[config.mk]
export PLATFORM = sky130hd
export DESIGN_NAME = wrapSerializer
export DESIGN_NICKNAME = d
export VERILOG_FILES = /design/src/rtl/wrapSerPkg.sv /design/src/rtl/wrapSerCtrl.sv /design/src/rtl/wrapSerData.sv /design/src/rtl/wrapSerializer.sv
export SDC_FILE = /design/constraint.sdc
export NUM_CORES = 1
export LEC_CHECK = 0
export CAP_MARGIN = 10
export CELL_PAD_IN_SITES_DETAIL_PLACEMENT = 0
export CELL_PAD_IN_SITES_GLOBAL_PLACEMENT = 1
export CORE_MARGIN = 8
export CORE_UTILIZATION = 53
export CTS_CLUSTER_DIAMETER = 40
export DETAILED_ROUTE_END_ITERATION = 16
export DONT_BUFFER_PORTS = 1
export GPL_TIMING_DRIVEN = 1
export PLACE_DENSITY_LB_ADDON = 0.1
export SYNTH_ARGS = -nofsm -noshare
export SYNTH_HDL_FRONTEND = slang
export SYNTH_SLANG_ARGS = --single-unit
export TNS_END_PERCENT = 30
[constraint.sdc]
create_clock -name clk -period 3.2 [get_ports clk]
set_input_delay 0.64 -clock clk [delete_from_list [all_inputs] [get_ports clk]]
set_output_delay 0.64 -clock clk [all_outputs]
set_load 0.01 [all_outputs]
[src/rtl/wrapSerPkg.sv]
package wrapSerPkg;
  // strobes handed from control to datapath
  typedef struct packed {
    logic load;  // capture txWord at this edge
    logic wrap;  // wrap control to store with the captured word
  } serCtlT;
endpackage

[src/rtl/wrapSerCtrl.sv]
module wrapSerCtrl
  import wrapSerPkg::*;
#(
  parameter int WORD_BITS = 10
) (
  input  logic   clk,
  input  logic   rstN,
  input  logic   loopEn,
  output serCtlT ctl
);
  localparam int CNT_W = $clog2(WORD_BITS);
  localparam logic [CNT_W-1:0] LAST = CNT_W'(WORD_BITS - 1);

  logic [CNT_W-1:0] bitCnt;

  always_ff @(posedge clk or negedge rstN) begin
    if (!rstN)              bitCnt <= '0;
    else if (bitCnt == LAST) bitCnt <= '0;
    else                    bitCnt <= bitCnt + 1'b1;
  end

  always_comb begin
    ctl.load = (bitCnt == LAST);
    ctl.wrap = loopEn;
  end


  strobe_gap_chk: assert property (@(posedge clk) disable iff (!rstN)
    ctl.load |=> !ctl.load);


  strobe_wrap_chk: assert property (@(posedge clk) disable iff (!rstN)
    ctl.load |=> (bitCnt == '0));
endmodule

[src/rtl/wrapSerData.sv]
module wrapSerData
  import wrapSerPkg::*;
#(
  parameter int WORD_BITS = 10,
  parameter int LATENCY   = 8
) (
  input  logic                 clk,
  input  logic                 rstN,
  input  serCtlT               ctl,
  input  logic [WORD_BITS-1:0] txWord,
  input  logic                 extSerIn,
  output logic                 serOut,
  output logic                 rxSerBit
);
  logic [WORD_BITS-1:0] shiftReg;
  logic                 modeReg;
  logic [LATENCY-1:0]   pipeBit;
  logic [LATENCY-1:0]   pipeMode;
  logic                 lineBit;
  logic                 lineMode;

  always_ff @(posedge clk or negedge rstN) begin
    if (!rstN) begin
      shiftReg <= '0;
      modeReg  <= 1'b0;
    end else if (ctl.load) begin
      shiftReg <= txWord;
      modeReg  <= ctl.wrap;
    end else begin
      shiftReg <= {1'b0, shiftReg[WORD_BITS-1:1]};
    end
  end

  genvar i;
  generate
    for (i = 0; i < LATENCY; i++) begin : gStage
      if (i == 0) begin : gHead
        always_ff @(posedge clk or negedge rstN) begin
          if (!rstN) begin
            pipeBit[0]  <= 1'b0;
            pipeMode[0] <= 1'b0;
          end else begin
            pipeBit[0]  <= shiftReg[0];
            pipeMode[0] <= modeReg;
          end
        end
      end else begin : gTail
        always_ff @(posedge clk or negedge rstN) begin
          if (!rstN) begin
            pipeBit[i]  <= 1'b0;
            pipeMode[i] <= 1'b0;
          end else begin
            pipeBit[i]  <= pipeBit[i-1];
            pipeMode[i] <= pipeMode[i-1];
          end
        end
      end
    end
  endgenerate

  assign lineBit  = pipeBit[LATENCY-1];
  assign lineMode = pipeMode[LATENCY-1];

  always_comb begin
    serOut   = lineMode ? 1'b0 : lineBit;
    rxSerBit = lineMode ? lineBit : extSerIn;
  end


  load_capture_chk: assert property (@(posedge clk) disable iff (!rstN)
    ctl.load |=> (shiftReg == $past(txWord)));


  shift_lsb_chk: assert property (@(posedge clk) disable iff (!rstN)
    !ctl.load |=> (shiftReg[WORD_BITS-2:0] == $past(shiftReg[WORD_BITS-1:1])));


  mode_hold_chk: assert property (@(posedge clk) disable iff (!rstN)
    !ctl.load |=> $stable(modeReg));


  wrap_quiet_chk: assert property (@(posedge clk) disable iff (!rstN)
    lineMode |-> (serOut == 1'b0));
endmodule

[src/rtl/wrapSerializer.sv]
module wrapSerializer
  import wrapSerPkg::*;
#(
  parameter int WORD_BITS = 10,
  parameter int LATENCY   = 8
) (
  input  logic                 clk,
  input  logic                 rstN,
  input  logic [WORD_BITS-1:0] txWord,
  input  logic                 loopEn,
  input  logic                 extSerIn,
  output logic                 serOut,
  output logic                 rxSerBit,
  output logic                 byteStb
);
  serCtlT ctl;

  wrapSerCtrl #(.WORD_BITS(WORD_BITS)) uCtrl (
    .clk    (clk),
    .rstN   (rstN),
    .loopEn (loopEn),
    .ctl    (ctl)
  );

  wrapSerData #(.WORD_BITS(WORD_BITS), .LATENCY(LATENCY)) uData (
    .clk      (clk),
    .rstN     (rstN),
    .ctl      (ctl),
    .txWord   (txWord),
    .extSerIn (extSerIn),
    .serOut   (serOut),
    .rxSerBit (rxSerBit)
  );

  assign byteStb = ctl.load;
endmodule

==> results.md <==
- Count of final max-slew check failures: 0
- R2R Path End: uData.shiftReg[7]
- Hold Violations, Final: 0
- P_leak: 0.522 nW
- Clock root cell: clkbuf_4
- Largest net degree at the start of global routing: 32
- Number of antenna diodes: 0
- Clk Latency, worst-skew pair: 0.31 ns
- DRC: 0
- Initial Util: 53.9%
- Area after DPL: 1040 sq um
- Vias in the first global route: 562
- Vias/cell: 5.12
- CP startpoint kind: flop
- WP data required: 2.56 ns
- Worst hold path class: input port to asynchronous set/reset pin
- Core Box Area: 1880 sq um
- Synth Area per Inst: 18.1 sq um
- DRT Wirelength: 1430 um
- Commonest cells after routing, fill and taps aside: 31 x dfrtp_1, 12 x mux2_2, 5 x clkbuf_4
- P&R area growth vs syn: 8.27%
- Dpl hpwl: 1000 um
- Worst slew margin: 58.5%
- Post-cts repair resize count: 0
- Via count: 456
- Synthesized cell area: 1010 sq um
- RSZ-0062 raised after global routing: false
- Antenna Nets Post-Route: 0
- Share of cells above drive strength 1: 35.5%
- Row count: 16
- GP Congestion: 0.629
- Final Instance Area: 1100 sq um
- IO Port Bufs: 0
- Post-synthesis net count: 70
- Flop2flop setup slack: 1.52 ns
- Starting DRC count in detailed routing: 10
- CTS Sinks: 31
- Status: completed
- Peak supply drop: 0.000385 V
- CP arrival: 1.48 ns
- First-pass GRT wire length: 2440 um
- Worst setup EP type: output pin
- Die X: 59.7 um
- CTS tree: yes
- Die Span Y: 59.7 um
- Setup_tns: 0 ns
- Routed wire length per instance: 16.0 um
- CP Max Fanout: 12
- GR Overflow Total: 0
- Clock H-tree levels: 2
- DR pass1 iterations: 2
- TritonCTS Buffers: 5
- Synth unique cells: 14
- Minimum clock period: 2.12 ns
- PwrDens: 557 nW/um^2
- Max_cap viols: 0
- Fill cells: 169
- Final Cycle Share: 66.3%
- CTS max path bufs: 2
- Worst-path cell chain: nor2b_4 -> nor3b_4
- Global Route Usage Sum: 10.3%
- Final setup violation count: 0
- Syn. warnings: 0
- Skew final: 0.00602 ns
- Reg-to-Reg Start: uCtrl.bitCnt[2]
- Synth Instances: 56
- Antenna violations before repair: 0
- Slowest-stage cell, CP: nor3b_4
- Final #Nets: 77
- Yosys reg bits: 31
- Die Outline Area: 3570 sq um
- Most common cell after layout, fill and taps aside: dfrtp_1
- Ports: 17
- Sequential area share after synthesis: 76.5%
- Fmax: 472 MHz
- R2R cell count: 3
- Worst Max-Slew Pin Slew: 0.622 ns
- Critical path's largest stage delay: 0.56 ns
- Post-CTS Setup Inserts: 0
- Worst-path clk slew: 0.08 ns
- Setup CP Type: flop to output pin
logic make-up after synthesis:
kind of cell / share of synthesized area [%]
buffers and inverters: 1.85
DFF: 76.5
muxes: 13.3
and+or+nand+nor: 5.80
xor gates and xnor gates: 0.864
AOI/OAI and AO/OA: 1.60
per-stage QoR:
stage | hold slack, ns | utilization, % | std cells | total power [mW] | worst slack (ns)
global route | 0.114 | 58.3 | 89 | 0.647 | 0.968
global placement | 0.333 | 55.1 | 82 | 0.424 | 1.49
detailed placement | 0.336 | 55.1 | 82 | 0.425 | 1.40
floorplan | 0.331 | - | 56 | 0.422 | 1.63
CTS | 0.125 | 58.3 | 89 | 0.623 | 1.04
finish | 0.141 | 58.3 | 89 | 0.611 | 1.08
synth_stat cells:
cell | instances | area (sq um)
nor2_1 | 1 | 3.75
nor2b_4 | 1 | 13.8
and2_2 | 1 | 7.51
xnor2_1 | 1 | 8.76
dfrtp_1 | 31 | 776
nor2b_1 | 1 | 6.26
buf_6 | 1 | 11.3
a221o_2 | 1 | 11.3
mux2_2 | 12 | 135
nor3b_4 | 1 | 18.8
o21ai_0 | 1 | 5.00
nand2_1 | 1 | 3.75
nor3_1 | 1 | 5.00
inv_1 | 2 | 7.51
sequential cells by signal, indices dropped and copies added (netlist names):
register        cells
uData.shiftReg     10
uData.pipeBit       7
uData.pipeMode      7
uCtrl.bitCnt        4
uData.lineBit       1
uData.lineMode      1
uData.modeReg       1
worst max path at each step:
stage	startpoint	to
6_report	uCtrl.bitCnt[2]	byteStb
5_1_grt	uCtrl.bitCnt[2]	byteStb
4_1_cts	uCtrl.bitCnt[2]	byteStb
3_5_place_dp	uCtrl.bitCnt[2]	byteStb
3_3_place_gp	uCtrl.bitCnt[2]	byteStb
2_1_floorplan	uCtrl.bitCnt[2]	byteStb
power breakdown:
group	leakage, nW	total, mW	internal, mW	switching [mW]
Sequential	0.385	0.407	0.403	0.00374
Clock	0.0242	0.185	0.0779	0.107
Combinational	0.113	0.0187	0.00882	0.00992
routing by layer:
layer / vias to the layer above / share of wire (%) / track usage, %
li1: 196 / - / -
met4: 0 / 2.5 / 8.16
met5: - / 0 / 0
met3: 5 / 7.8 / 6.88
met2: 17 / 52 / 15.5
met1: 238 / 37 / 9.45
worst max-delay path: cells and delay by family, from the launching register on:
family / cells / cell delay (ns)
DFF: 1 / 0.45
and+or+nand+nor: 2 / 0.72
layout make-up:
class                           instances  area [sq um]  share of cell area [%]
Inverter                                2          7.51                   0.684
Multi-Input combinational cell         22           219                    20.0
Clock buffer                            6          41.3                    3.76
Timing Repair Buffer                    1          20.0                    1.82
Sequential cell                        31           776                    70.7
Tap cell                               27          33.8                    3.08
repair_timing:
| item | CTS | global route |
|---|---|---|
| setup endpoints to repair | 0 | 0 |
| hold endpoints to repair | 31 | 0 |
| hold buffers | 1 | 0 |
(Power assumes the default switching activity.)
